[src/rtl/audclk_pkg.sv]
package audclk_pkg;
  typedef enum int {
    SIG_BCK  = 0,
    SIG_WS   = 1,
    SIG_MCLK = 2
  } sig_idx_e;

  localparam int NUM_SIG = 3;

  function automatic int max3(input int a, input int b, input int c);
    int m;
    m = (a > b) ? a : b;
    return (m > c) ? m : c;
  endfunction
endpackage

[src/rtl/audclk_edge_sync.sv]
module audclk_edge_sync #(
  parameter int STAGES = 2
) (
  input  logic clk,
  input  logic rst,
  input  logic d_in,
  output logic rise
);
  logic [STAGES-1:0] sq;
  logic              prev_q;

  always_ff @(posedge clk) begin
    if (rst) begin
      sq     <= '0;
      prev_q <= 1'b0;
      rise   <= 1'b0;
    end else begin
      sq     <= {sq[STAGES-2:0], d_in};
      prev_q <= sq[STAGES-1];
      rise   <= sq[STAGES-1] & ~prev_q;
    end
  end

  // an edge yields one pulse, so it is counted once
  p_edge_single_r2: assert property (@(posedge clk) disable iff (rst)
    rise |=> !rise);
endmodule

[src/rtl/audclk_frame_chk.sv]
module audclk_frame_chk #(
  parameter int RATIO_0    = 32,
  parameter int RATIO_1    = 48,
  parameter int RATIO_2    = 64,
  parameter int WS_TIMEOUT = 16384
) (
  input  logic clk,
  input  logic rst,
  input  logic bck_rise,
  input  logic ws_rise,
  output logic valid_q,
  output logic hiz_q
);
  localparam int RMAX  = audclk_pkg::max3(RATIO_0, RATIO_1, RATIO_2);
  localparam int CNT_W = $clog2(RMAX + 2);
  localparam int TMR_W = $clog2(WS_TIMEOUT + 1);
  localparam logic [CNT_W-1:0] CNT_MAX = '1;
  localparam logic [CNT_W-1:0] C0 = CNT_W'(RATIO_0);
  localparam logic [CNT_W-1:0] C1 = CNT_W'(RATIO_1);
  localparam logic [CNT_W-1:0] C2 = CNT_W'(RATIO_2);
  localparam logic [TMR_W-1:0] TMR_LAST = TMR_W'(WS_TIMEOUT - 1);

  logic [CNT_W-1:0] bit_cnt;
  logic [TMR_W-1:0] ws_timer;
  logic             armed, streak;
  logic             legal, frame_end, timeout;
  logic             armed_d, streak_d, valid_d;

  always_comb begin
    legal     = (bit_cnt == C0) || (bit_cnt == C1) || (bit_cnt == C2);
    frame_end = ws_rise && armed;
    timeout   = (ws_timer == TMR_LAST) && !ws_rise;
    armed_d   = armed;
    streak_d  = streak;
    valid_d   = valid_q;
    if (timeout) begin
      armed_d  = 1'b0;
      streak_d = 1'b0;
      valid_d  = 1'b0;
    end else if (ws_rise) begin
      armed_d = 1'b1;
      if (armed) begin
        if (legal) begin
          streak_d = 1'b1;
          if (streak) valid_d = 1'b1;
        end else begin
          streak_d = 1'b0;
          valid_d  = 1'b0;
        end
      end
    end
  end

  always_ff @(posedge clk) begin
    if (rst) begin
      bit_cnt  <= '0;
      ws_timer <= '0;
      armed    <= 1'b0;
      streak   <= 1'b0;
      valid_q  <= 1'b0;
      hiz_q    <= 1'b1;
    end else begin
      if (ws_rise)
        bit_cnt <= '0;
      else if (bck_rise && bit_cnt != CNT_MAX)
        bit_cnt <= bit_cnt + 1'b1;
      if (ws_rise)
        ws_timer <= '0;
      else if (ws_timer != TMR_LAST)
        ws_timer <= ws_timer + 1'b1;
      armed   <= armed_d;
      streak  <= streak_d;
      valid_q <= valid_d;
      hiz_q   <= ~valid_d;
    end
  end

  // validity is only granted by the second legal frame in a row
  p_valid_rise_r3: assert property (@(posedge clk) disable iff (rst)
    $rose(valid_q) |-> $past(frame_end && legal && streak));
  // an illegal frame revokes validity
  p_illegal_drop_r4: assert property (@(posedge clk) disable iff (rst)
    (frame_end && !legal) |=> (!valid_q && hiz_q));
  // the counter holds at its ceiling
  p_cnt_sat_r6: assert property (@(posedge clk) disable iff (rst)
    (bit_cnt == CNT_MAX && !ws_rise) |=> (bit_cnt == CNT_MAX));
  // a missing frame edge revokes validity
  p_timeout_r7: assert property (@(posedge clk) disable iff (rst)
    timeout |=> (!valid_q && hiz_q));
endmodule

[src/rtl/audclk_mclk_mon.sv]
module audclk_mclk_mon #(
  parameter int MCLK_WINDOW = 64
) (
  input  logic clk,
  input  logic rst,
  input  logic mclk_rise,
  output logic valid_q,
  output logic src_bck_q
);
  localparam int WIN_W = $clog2(MCLK_WINDOW + 1);
  localparam logic [WIN_W-1:0] WIN_LAST = WIN_W'(MCLK_WINDOW - 1);

  logic [WIN_W-1:0] gap_cnt, ok_cnt;
  logic             fault, valid_d;

  always_comb begin
    fault = !mclk_rise && (gap_cnt == WIN_LAST);
    if (fault)
      valid_d = 1'b0;
    else if (ok_cnt == WIN_LAST)
      valid_d = 1'b1;
    else
      valid_d = valid_q;
  end

  always_ff @(posedge clk) begin
    if (rst) begin
      gap_cnt   <= '0;
      ok_cnt    <= '0;
      valid_q   <= 1'b0;
      src_bck_q <= 1'b1;
    end else begin
      if (mclk_rise)
        gap_cnt <= '0;
      else if (!fault)
        gap_cnt <= gap_cnt + 1'b1;
      if (fault)
        ok_cnt <= '0;
      else if (ok_cnt != WIN_LAST)
        ok_cnt <= ok_cnt + 1'b1;
      valid_q   <= valid_d;
      src_bck_q <= ~valid_d;
    end
  end

  // a full gap window drops the master clock
  p_mclk_fault_r8: assert property (@(posedge clk) disable iff (rst)
    fault |=> (!valid_q && src_bck_q));
  // recovery only after a full clean window
  p_mclk_recover_r9: assert property (@(posedge clk) disable iff (rst)
    $rose(valid_q) |-> $past(ok_cnt == WIN_LAST && mclk_rise | (ok_cnt == WIN_LAST)));
endmodule

[src/rtl/audclk_ratio_mon.sv]
module audclk_ratio_mon #(
  parameter int SYNC_STAGES = 2,
  parameter int RATIO_0     = 32,
  parameter int RATIO_1     = 48,
  parameter int RATIO_2     = 64,
  parameter int WS_TIMEOUT  = 16384,
  parameter int MCLK_WINDOW = 64
) (
  input  logic clk,
  input  logic rst,
  input  logic bck_in,
  input  logic ws_in,
  input  logic mclk_in,
  output logic bck_valid,
  output logic out_hiz,
  output logic mclk_valid,
  output logic clk_src_bck
);
  import audclk_pkg::*;

  logic [NUM_SIG-1:0] raw;
  logic [NUM_SIG-1:0] rise;

  assign raw[SIG_BCK]  = bck_in;
  assign raw[SIG_WS]   = ws_in;
  assign raw[SIG_MCLK] = mclk_in;

  for (genvar i = 0; i < NUM_SIG; i++) begin : g_sync
    audclk_edge_sync #(.STAGES(SYNC_STAGES)) u_sync (
      .clk  (clk),
      .rst  (rst),
      .d_in (raw[i]),
      .rise (rise[i])
    );
  end

  audclk_frame_chk #(
    .RATIO_0    (RATIO_0),
    .RATIO_1    (RATIO_1),
    .RATIO_2    (RATIO_2),
    .WS_TIMEOUT (WS_TIMEOUT)
  ) u_frame (
    .clk      (clk),
    .rst      (rst),
    .bck_rise (rise[SIG_BCK]),
    .ws_rise  (rise[SIG_WS]),
    .valid_q  (bck_valid),
    .hiz_q    (out_hiz)
  );

  audclk_mclk_mon #(.MCLK_WINDOW(MCLK_WINDOW)) u_mclk (
    .clk       (clk),
    .rst       (rst),
    .mclk_rise (rise[SIG_MCLK]),
    .valid_q   (mclk_valid),
    .src_bck_q (clk_src_bck)
  );
endmodule

[config.mk]
export PLATFORM = sky130hd
export DESIGN_NAME = audclk_ratio_mon
export DESIGN_NICKNAME = d
export VERILOG_FILES = /design/src/rtl/audclk_pkg.sv /design/src/rtl/audclk_edge_sync.sv /design/src/rtl/audclk_frame_chk.sv /design/src/rtl/audclk_mclk_mon.sv /design/src/rtl/audclk_ratio_mon.sv
export SDC_FILE = /design/constraint.sdc
export NUM_CORES = 1
export LEC_CHECK = 0
export ABC_AREA = 0
export ABC_CLOCK_PERIOD_IN_PS = 5000
export BUFFER_PORTS_ARGS = -buffer_cell sky130_fd_sc_hd__buf_2
export CORE_MARGIN = 3
export CORE_UTILIZATION = 45
export DETAILED_ROUTE_END_ITERATION = 8
export REMOVE_ABC_BUFFERS = 1
export SYNTH_ARGS = -nofsm -noshare
export SYNTH_HDL_FRONTEND = slang
export SYNTH_SLANG_ARGS = --single-unit
[constraint.sdc]
create_clock -name clk -period 5 [get_ports clk]
set_input_delay 1 -clock clk [delete_from_list [all_inputs] [get_ports clk]]
set_output_delay 1 -clock clk [all_outputs]
set_load 0.02 [all_outputs]
==> results of run 1 <==
==> sequential cells by signal, indices dropped and copies added (netlist names) <==
name                  cells
u_frame.ws_timer         15
u_frame.bit_cnt           7
u_mclk.gap_cnt            7
u_mclk.ok_cnt             7
g_sync.u_sync.sq          6
g_sync.u_sync.prev_q      3
g_sync.u_sync.rise        3
u_frame.armed             1
u_frame.hiz_q             1
u_frame.streak            1
u_frame.valid_q           1
u_mclk.src_bck_q          1
u_mclk.valid_q            1
==> per-stage QoR <==
step / util, % / hold slack (ps)
detailed placement: 49.6 / 372
global route: 52.3 / 402
CTS: 52.3 / 387
finish: 52.3 / 386
global placement: 49.6 / 375
floorplan: - / 367
==> routing by layer <==
metal	vias up	wire, um
met2	12	1590
met4	0	42
met1	741	1810
met5	-	0
met3	5	109
li1	848	-
==> worst paths after layout <==
kind | startpoint | slack (ps) | depth (start not counted) | endpoint
max | u_frame.ws_timer[0]$_SDFFE_PP0P_ | 3110 | 5 | u_frame.ws_timer[10]$_SDFFE_PP0P_
min | g_sync[1].u_sync.prev_q$_SDFF_PP0_ | 390 | 1 | g_sync[1].u_sync.rise$_SDFF_PP0_
max reg2reg | u_frame.ws_timer[0]$_SDFFE_PP0P_ | 3110 | 5 | u_frame.ws_timer[10]$_SDFFE_PP0P_
min reg2reg | g_sync[1].u_sync.prev_q$_SDFF_PP0_ | 390 | 1 | g_sync[1].u_sync.rise$_SDFF_PP0_
==> kinds of logic (layout without fill, tap and decap cells) <==
logic type	count (synthesis)	count (layout)
flops	54	54
xor+xnor	8	8
mux	5	5
simple gates	93	93
buf+inv	15	21
compound gates	51	51
fa+ha+maj	5	5
==> cell usage in the layout, fill, tap and decap left out, types with 2 or more instances in the layout <==
| cell type | Yosys | layout |
|---|---|---|
| xor2_1 | 3 | 3 |
| xnor2_1 | 5 | 5 |
| o41ai_1 | 2 | 2 |
| nand2_1 | 16 | 16 |
| o311ai_0 | 2 | 2 |
| nand3b_1 | 2 | 2 |
| clkbuf_8 | 0 | 6 |
| dfxtp_1 | 54 | 54 |
| mux2i_1 | 4 | 4 |
| a31oi_1 | 11 | 11 |
| nor3b_1 | 2 | 2 |
| a21oi_1 | 12 | 12 |
| nand4_1 | 7 | 7 |
| and4_1 | 2 | 2 |
| nor2_1 | 17 | 17 |
| nand3_1 | 9 | 9 |
| buf_2 | 3 | 8 |
| nor3_1 | 3 | 3 |
| o21ai_0 | 14 | 14 |
| ha_1 | 5 | 5 |
| or3_1 | 5 | 5 |
| inv_1 | 5 | 5 |
| and3_1 | 6 | 6 |
| nor2b_1 | 13 | 13 |
| a41oi_1 | 3 | 3 |
==> power by group <==
part	leakage, nW	total [W]	internal [W]	switching [W]
Combinational	0.406	0.0000270	0.0000120	0.0000151
Sequential	0.439	0.000449	0.000440	0.00000909
Clock	0.0618	0.000306	0.000165	0.000141
Total	0.907	0.000782	0.000617	0.000165
==> critical path: stages (launching register included) <==
cell and delay, ps:
dfxtp_1 410, ha_1 200, and3_1 280, nand4_2 340, nand4_1 220, mux2_2 340
==> area by class of cell <==
type	count	area [um^2]
timing repair buffer	8	40.0
inverter	5	18.8
sequential	54	1080
tap	65	81.3
multi-input combinational	162	1030
clock inverter	2	38.8
fill	423	2160
clock buffer	6	82.6
==> out/results.tsv, run 1 <==
metric	value	unit
port bufs	8	
RSZ-0062 raised after global routing	no	
post-synthesis simple-gate area fraction	23.7	%
TritonCTS clock tree	done	
Max Slew Vio Count	0	
vias per cell	5.32	
Synth cell types	45	
Area Overhead vs Synth	8.16	%
die height	75.8	um
FMAX	530	MHz
Yosys top cell by area	dfxtp_1	
sequential area share after synthesis	49.3	%
arrival time of the worst setup path	2090	ps
pre-CTS setup slack	2820	ps
Worst-Skew Late Latency	300	ps
Worst Setup Start Kind	flop	
CTS buffer count	5	
min-delay worst type	reg -> reg	
row cnt	24	
Routability Congestion	0.754	
Setup crit end kind	flop	
H-tree depth	2	
post-CTS sizing	0	
fraction of synthesized cell area in xor and xnor cells	3.20	%
post-CTS setup buffer count	0	
Synth area leaders	dfxtp_1 (49%), nor2b_1 (3.7%), o21ai_0 (3.2%)	
clock skew	8.58	ps
final wirelength	3550	um
Routed Antenna Nets	0	
mux cell area share after synthesis	2.34	%
WS Path Type	reg -> reg	
status	completed	
vias in the first global route	1381	
post-layout worst setup margin	3110	ps
via count	1606	
Syn Area/Cell	9.49	um^2
worst path required time	5210	ps
pwr/cell area	330	nW/um^2
crit path time final	1890	ps
core box area	4530	um^2
CTS root buf	clkbuf_8	
gr ovfl total	0	
Adder-Cell Fraction of Synth Area	2.85	%
Fin. Hold Viols	0	
Post-CTS Hold Buffers	0	
Max-slew headroom	63.4	%
total power	0.000782	W
drt first pass iters	4	
ys async rst share	0	%
DP Cell Count	294	
Initial Utilization	48.3	%
Die X	75.8	um
Non-Filler Instances	302	
initial antenna violation count	0	
Peak VDD IR	0.195	mV
leakage dissipation	0.907	nW
GRT met3 Usage	5.15	%
GRT Total Usage	13.5	%
Slew @ Worst Pin	546	ps
pin count of the biggest net entering global routing	22	
final cell area excluding filler cells	2370	um^2
met1 Resource Use GR	18.2	%
layout cell share with drive strength beyond 1	10.1	%
final routed DRC violation total	0	
final setup fails	0	
n_diodes	0	
DRT iter0 DRCs	77	
top-count cell post-synth	dfxtp_1	
period utilization	37.8	%
Final HPWL DP	2460	um
first-pass GRT wire length	5980	um
placed inst area	2250	um^2
wire per inst	11.8	um
Top FF cell, synth	dfxtp_1	
Crit Path Max Fanout	10	
Die ar.	5740	um^2
# nets final	246	
MaxCap Viol Count	0	
setup TNS	0	ps
Post-synth EDFFs	0	
area of the mapped netlist	2190	um^2
GR Util met2	20.3	%
synth cell count leaders	dfxtp_1 (54), nor2_1 (17), nand2_1 (16)	
post-synthesis compound-gate area fraction	14.8	%
top cell type's share of synthesized area	49.3	%
Yosys Warn Count	0	
clk sinks	54	
cell count after synthesis	231	
Worst-path clk slew	100	ps
number of synthesized register bits	54	
Top-Level Pins	9	
largest family of logic cells by synthesized area	simple AND/OR/NAND/NOR gates	
Max Buffers Root-to-Sink	2	
global route hottest layer	met2	
Power figures use the tool's default switching activity.
==> run 2: changes to the inputs <==
--- a/config.mk
+++ b/config.mk
@@ -6,7 +6,7 @@
 export NUM_CORES = 1
 export LEC_CHECK = 0
 export ABC_AREA = 0
-export ABC_CLOCK_PERIOD_IN_PS = 5000
+export ABC_CLOCK_PERIOD_IN_PS = 1690
 export BUFFER_PORTS_ARGS = -buffer_cell sky130_fd_sc_hd__buf_2
 export CORE_MARGIN = 3
 export CORE_UTILIZATION = 45
==> constraint.sdc (replaced) <==
create_clock -name clk -period 1.69 [get_ports clk]
set_input_delay 0.338 -clock clk [delete_from_list [all_inputs] [get_ports clk]]
set_output_delay 0.338 -clock clk [all_outputs]
set_load 0.02 [all_outputs]
==> out/results.tsv, run 2 (synthesis results as in run 1) <==
metric	value	unit	change
Slowest cell on crit path	dfxtp_1		
r2r worst-path depth	5		unchanged
final cell area excluding filler cells	2420	um^2	+1.9%
TritonCTS clock tree	done		
met1 Resource Use GR	17.7	%	-0.44 points
RSZ-0062 raised after global routing	no		
core box area	4530	um^2	unchanged
arrival time of the worst setup path	1740	ps	-350 ps
post-CTS setup buffer count	0		unchanged
period utilization	92.3	%	+55 points
Fin. Hold Viols	0		unchanged
wire per inst	11.4	um	-3.3%
port bufs	8		unchanged
crit path cell chain	ha_1 -> and3_1 -> and4_4 -> o311ai_0 -> o41ai_1		
Top-Level Pins	9		unchanged
WP depth	5		unchanged
Routability Congestion	0.821		+8.9%
Peak VDD IR	0.490	mV	+150%
Crit Path Max Fanout	8		-2
launch point of the worst path	u_frame.ws_timer[0]$_SDFFE_PP0P_		
Slew @ Worst Pin	397	ps	-149 ps
gr ovfl total	0		unchanged
Area Overhead vs Synth	10.2	%	
Routed Antenna Nets	0		unchanged
Worst-path clk slew	90	ps	about the same
# nets final	255		+3.7%
commonest non-fill, non-tap cell in the layout	dfxtp_1		
Max Buffers Root-to-Sink	2		unchanged
MaxCap Viol Count	0		unchanged
final routed DRC violation total	0		unchanged
row cnt	24		unchanged
Die X	75.8	um	unchanged
worst path required time	1870	ps	-3340 ps
placed inst area	2320	um^2	+3.2%
FMAX	641	MHz	+21%
crit path time final	1560	ps	-328 ps
final setup fails	0		unchanged
Worst-Skew Late Latency	300	ps	about the same
die height	75.8	um	unchanged
status	completed		
Post-CTS Hold Buffers	0		unchanged
Critical Path Sink	u_frame.ws_timer[7]$_SDFFE_PP0P_		
Biggest register	u_frame.ws_timer		
min-delay worst type	in -> reg		
slowest stage delay, CP	320	ps	-90 ps
GRT Total Usage	13.9	%	+0.37 points
n_diodes	0		unchanged
H-tree depth	2		unchanged
final wirelength	3540	um	-0.39%
WS Path Type	reg -> reg		
WP buf/inv	0		unchanged
GR Util met2	21.9	%	+1.5 points
pin count of the biggest net entering global routing	17		-23%
layout cell share with drive strength beyond 1	13.0	%	+2.9 points
initial antenna violation count	0		unchanged
GRT met3 Usage	3.96	%	-1.2 points
drt first pass iters	4		unchanged
CTS buffer count	5		unchanged
R2R setup slack	130	ps	-2980 ps
first-pass GRT wire length	6150	um	+2.9%
setup TNS	0	ps	unchanged
Max Slew Vio Count	0		unchanged
clk sinks	54		unchanged
DRT iter0 DRCs	56		-27%
Final HPWL DP	2480	um	+1.1%
Initial Utilization	48.3	%	unchanged
Reg-to-Reg Start	u_frame.ws_timer[0]$_SDFFE_PP0P_		
total power	0.00212	W	+170%
Max-slew headroom	73.3	%	+9.8 points
reg-to-reg endpoint	u_frame.ws_timer[7]$_SDFFE_PP0P_		
Die ar.	5740	um^2	unchanged
leakage dissipation	0.939	nW	+3.5%
post-CTS sizing	0		unchanged
Worst Setup Start Kind	flop		
clock skew	3.24	ps	-5.34 ps
Largest register FFs	15		unchanged
CTS root buf	clkbuf_8		
via count	1640		+2.1%
pwr/cell area	877	nW/um^2	+170%
vias per cell	5.27		-0.84%
vias in the first global route	1444		+4.6%
most frequent cells in the layout	dfxtp_1 (54), nor2_1 (17), nand2_1 (16)		
Setup crit end kind	flop		
global route hottest layer	met2		
Crit path max-delay family	simple AND/OR/NAND/NOR gates		
## run 2: cell count changes in the layout (fill, tap and decap cells not counted), sizes merged
| cell | delta |
|---|---|
| buf | +9 |
| bufinv | -1 |
| clkinv | +2 |
| inv | -1 |
## run 2: stage by stage
stage | hold WS [ps] | util [%] | cells | setup WS (ps)
2_1_floorplan | 367 | - | 221 | 79.3
3_3_place_gp | 371 | 51.2 | 302 | 164
3_5_place_dp | 373 | 51.2 | 302 | 144
6_report | 241 | 53.3 | 311 | 130
4_1_cts | 226 | 53.1 | 310 | 129
5_1_grt | 249 | 53.3 | 311 | 21.6
## run 2: layout make-up
cell class,instances,area (um^2)
Clock buffer,6,72.6
Clock inverter,2,13.8
Fill cell,441,2120
Inverter,5,18.8
Multi-Input combinational cell,162,1030
Sequential cell,54,1080
Tap cell,65,81.3
Timing Repair Buffer,17,120
## run 2: routing by layer
metal / up-vias / wire length [um]
li1: 862 / -
met1: 751 / 1810
met2: 20 / 1590
met3: 7 / 89
met4: 0 / 54
met5: - / 0
## run 2: how the worst min path moves through the flow
stage                                             from                                end  slack, ps  cells past startpoint
finish                                          bck_in  g_sync[0].u_sync.sq[0]$_SDFF_PP0_        240                      2
global route                                     ws_in  g_sync[1].u_sync.sq[0]$_SDFF_PP0_        250                      2
CTS                                             bck_in  g_sync[0].u_sync.sq[0]$_SDFF_PP0_        230                      2
detailed placement  g_sync[1].u_sync.prev_q$_SDFF_PP0_   g_sync[1].u_sync.rise$_SDFF_PP0_        370                      1
global placement    g_sync[0].u_sync.prev_q$_SDFF_PP0_   g_sync[0].u_sync.rise$_SDFF_PP0_        370                      1
floorplan           g_sync[0].u_sync.prev_q$_SDFF_PP0_   g_sync[0].u_sync.rise$_SDFF_PP0_        370                      1
## run 2: where the power goes
part | switching, W | internal, W | leakage (nW)
logic | 0.0000526 | 0.0000497 | 0.455
registers | 0.0000226 | 0.00130 | 0.439
clock network | 0.000398 | 0.000293 | 0.0452
==> run 3: changes to the inputs <==
--- a/config.mk
+++ b/config.mk
@@ -9,8 +9,9 @@
 export ABC_CLOCK_PERIOD_IN_PS = 1690
 export BUFFER_PORTS_ARGS = -buffer_cell sky130_fd_sc_hd__buf_2
 export CORE_MARGIN = 3
-export CORE_UTILIZATION = 45
+export CORE_UTILIZATION = 54
 export DETAILED_ROUTE_END_ITERATION = 8
+export PLACE_DENSITY = 0.74
 export REMOVE_ABC_BUFFERS = 1
 export SYNTH_ARGS = -nofsm -noshare
 export SYNTH_HDL_FRONTEND = slang
==> out/results.tsv, run 3 (synthesis results as in run 1) <==
metric	value	unit	change
Non-Filler Instances	293		-5.8%
Initial Utilization	57.7	%	+9.4 points
Worst Setup Start Kind	flop		
row cnt	22		-8.3%
core box area	3800	um^2	-16%
Final HPWL DP	2590	um	+4.2%
Slowest cell on crit path	dfxtp_1		
Largest register FFs	15		unchanged
Register Area	1080	um^2	+0.12%
final setup fails	0		unchanged
WP depth	5		unchanged
Top-Level Pins	9		unchanged
final wirelength	3670	um	+3.8%
Post-CTS Hold Buffers	0		unchanged
Routed Antenna Nets	0		unchanged
via count	1646		+0.37%
commonest non-fill, non-tap cell in the layout	dfxtp_1		
layout cell share with drive strength beyond 1	13.5	%	+0.46 points
Fin. Hold Viols	0		unchanged
vias in the first global route	1514		+4.8%
Setup crit end kind	flop		
GR Util met2	26.2	%	+4.3 points
Crit Path Max Fanout	6		-2
fillers	338		-23%
min-delay worst type	in -> reg		
Slew @ Worst Pin	408	ps	+10.8 ps
DRT iter0 DRCs	101		+80%
die height	69.7	um	-8.0%
crit path cell chain	ha_1 -> and3_1 -> nand4_1 -> buf_4 -> a31oi_1		
WS Path Type	reg -> reg		
WP buf/inv	1		+1
Biggest register	u_frame.ws_timer		
initial antenna violation count	0		unchanged
Peak VDD IR	0.678	mV	+38%
Worst-Skew Late Latency	300	ps	about the same
# nets final	254		-0.39%
FMAX	628	MHz	-2.1%
n_diodes	0		unchanged
final cell area excluding filler cells	2390	um^2	-1.1%
hold depth	2		unchanged
pwr/cell area	907	nW/um^2	+3.5%
clk sinks	54		unchanged
crit path time final	1590	ps	+33.0 ps
gr ovfl total	0		unchanged
period utilization	94.3	%	+2.0 points
global route hottest layer	met2		
met1 Resource Use GR	21.2	%	+3.5 points
setup TNS	0	ps	unchanged
Max Slew Vio Count	0		unchanged
port bufs	8		unchanged
first-pass GRT wire length	6470	um	+5.3%
leakage dissipation	0.932	nW	-0.72%
drt first pass iters	4		unchanged
worst path required time	1920	ps	+50 ps
slowest stage delay, CP	400	ps	+80 ps
most frequent cells in the layout	dfxtp_1 (53), nor2_1 (17), nand2_1 (16)		
Max-slew headroom	72.5	%	-0.73 points
CTS buffer count	5		unchanged
Die ar.	4860	um^2	-15%
DP Cell Count	284		-6.0%
Multi-input gate area	1030	um^2	unchanged
MaxCap Viol Count	0		unchanged
status	completed		
CTS root buf	clkbuf_8		
Die X	69.7	um	-8.0%
r2r worst-path depth	5		unchanged
Crit path max-delay family	simple AND/OR/NAND/NOR gates		
Worst-path clk slew	90	ps	about the same
arrival time of the worst setup path	1820	ps	+80 ps
placed inst area	2280	um^2	-1.8%
pin count of the biggest net entering global routing	18		+1
vias per cell	5.62		+6.5%
GRT met3 Usage	3.48	%	-0.48 points
GRT Total Usage	15.9	%	+2.1 points
Routability Congestion	0.783		-4.7%
final routed DRC violation total	0		unchanged
H-tree depth	2		unchanged
Max Buffers Root-to-Sink	2		unchanged
TritonCTS clock tree	done		
clock skew	5.57	ps	+2.33 ps
wire per inst	12.5	um	+10%
Area Overhead vs Synth	8.96	%	
[run 3: area by class of cell]
type | count | area share, %
Clock buffer | 6 | 3.46
Clock inverter | 2 | 0.681
Inverter | 5 | 0.786
Multi-Input combinational cell | 162 | 43.1
Sequential cell | 54 | 45.3
Tap cell | 48 | 2.51
Timing Repair Buffer | 16 | 4.19
[run 3: routing by layer]
layer  share of wire (%)  up-vias
li1                    -      864
met1                  50      763
met2                  47       14
met3                 2.1        5
met4                0.98        0
met5                   0        -
[run 3: stage by stage]
| step | total power [W] | setup WS, ps | util [%] | hold WS [ps] |
|---|---|---|---|---|
| CTS | 0.00219 | 91.1 | 62.6 | 238 |
| global placement | 0.00145 | 175 | 60.0 | 372 |
| global route | 0.00226 | -28.3 | 62.9 | 242 |
| floorplan | 0.00141 | 79.3 | - | 367 |
| detailed placement | 0.00145 | 118 | 60.0 | 375 |
| finish | 0.00217 | 96.7 | 62.9 | 248 |
[run 3: final timing paths]
| check | from | end | slack (ps) |
|---|---|---|---|
| setup / recovery | u_mclk.gap_cnt[1]$_SDFFE_PP0N_ | u_mclk.gap_cnt[2]$_SDFFE_PP0N_ | 100 |
| hold / removal | ws_in | g_sync[1].u_sync.sq[0]$_SDFF_PP0_ | 250 |
| setup reg to reg | u_mclk.gap_cnt[1]$_SDFFE_PP0N_ | u_mclk.gap_cnt[2]$_SDFFE_PP0N_ | 100 |
| hold reg to reg | g_sync[1].u_sync.prev_q$_SDFF_PP0_ | g_sync[1].u_sync.rise$_SDFF_PP0_ | 390 |
[run 3: what timing repair did]
action	CTS	global route
endpoints found under the setup margin	0	6
buffers inserted	0	1
gates resized for setup	0	1
[run 3: power breakdown]
part / internal [W] / switching, W / leakage, nW
logic: 0.0000448 / 0.0000509 / 0.445
registers: 0.00130 / 0.0000244 / 0.439
clock network: 0.000338 / 0.000406 / 0.0478
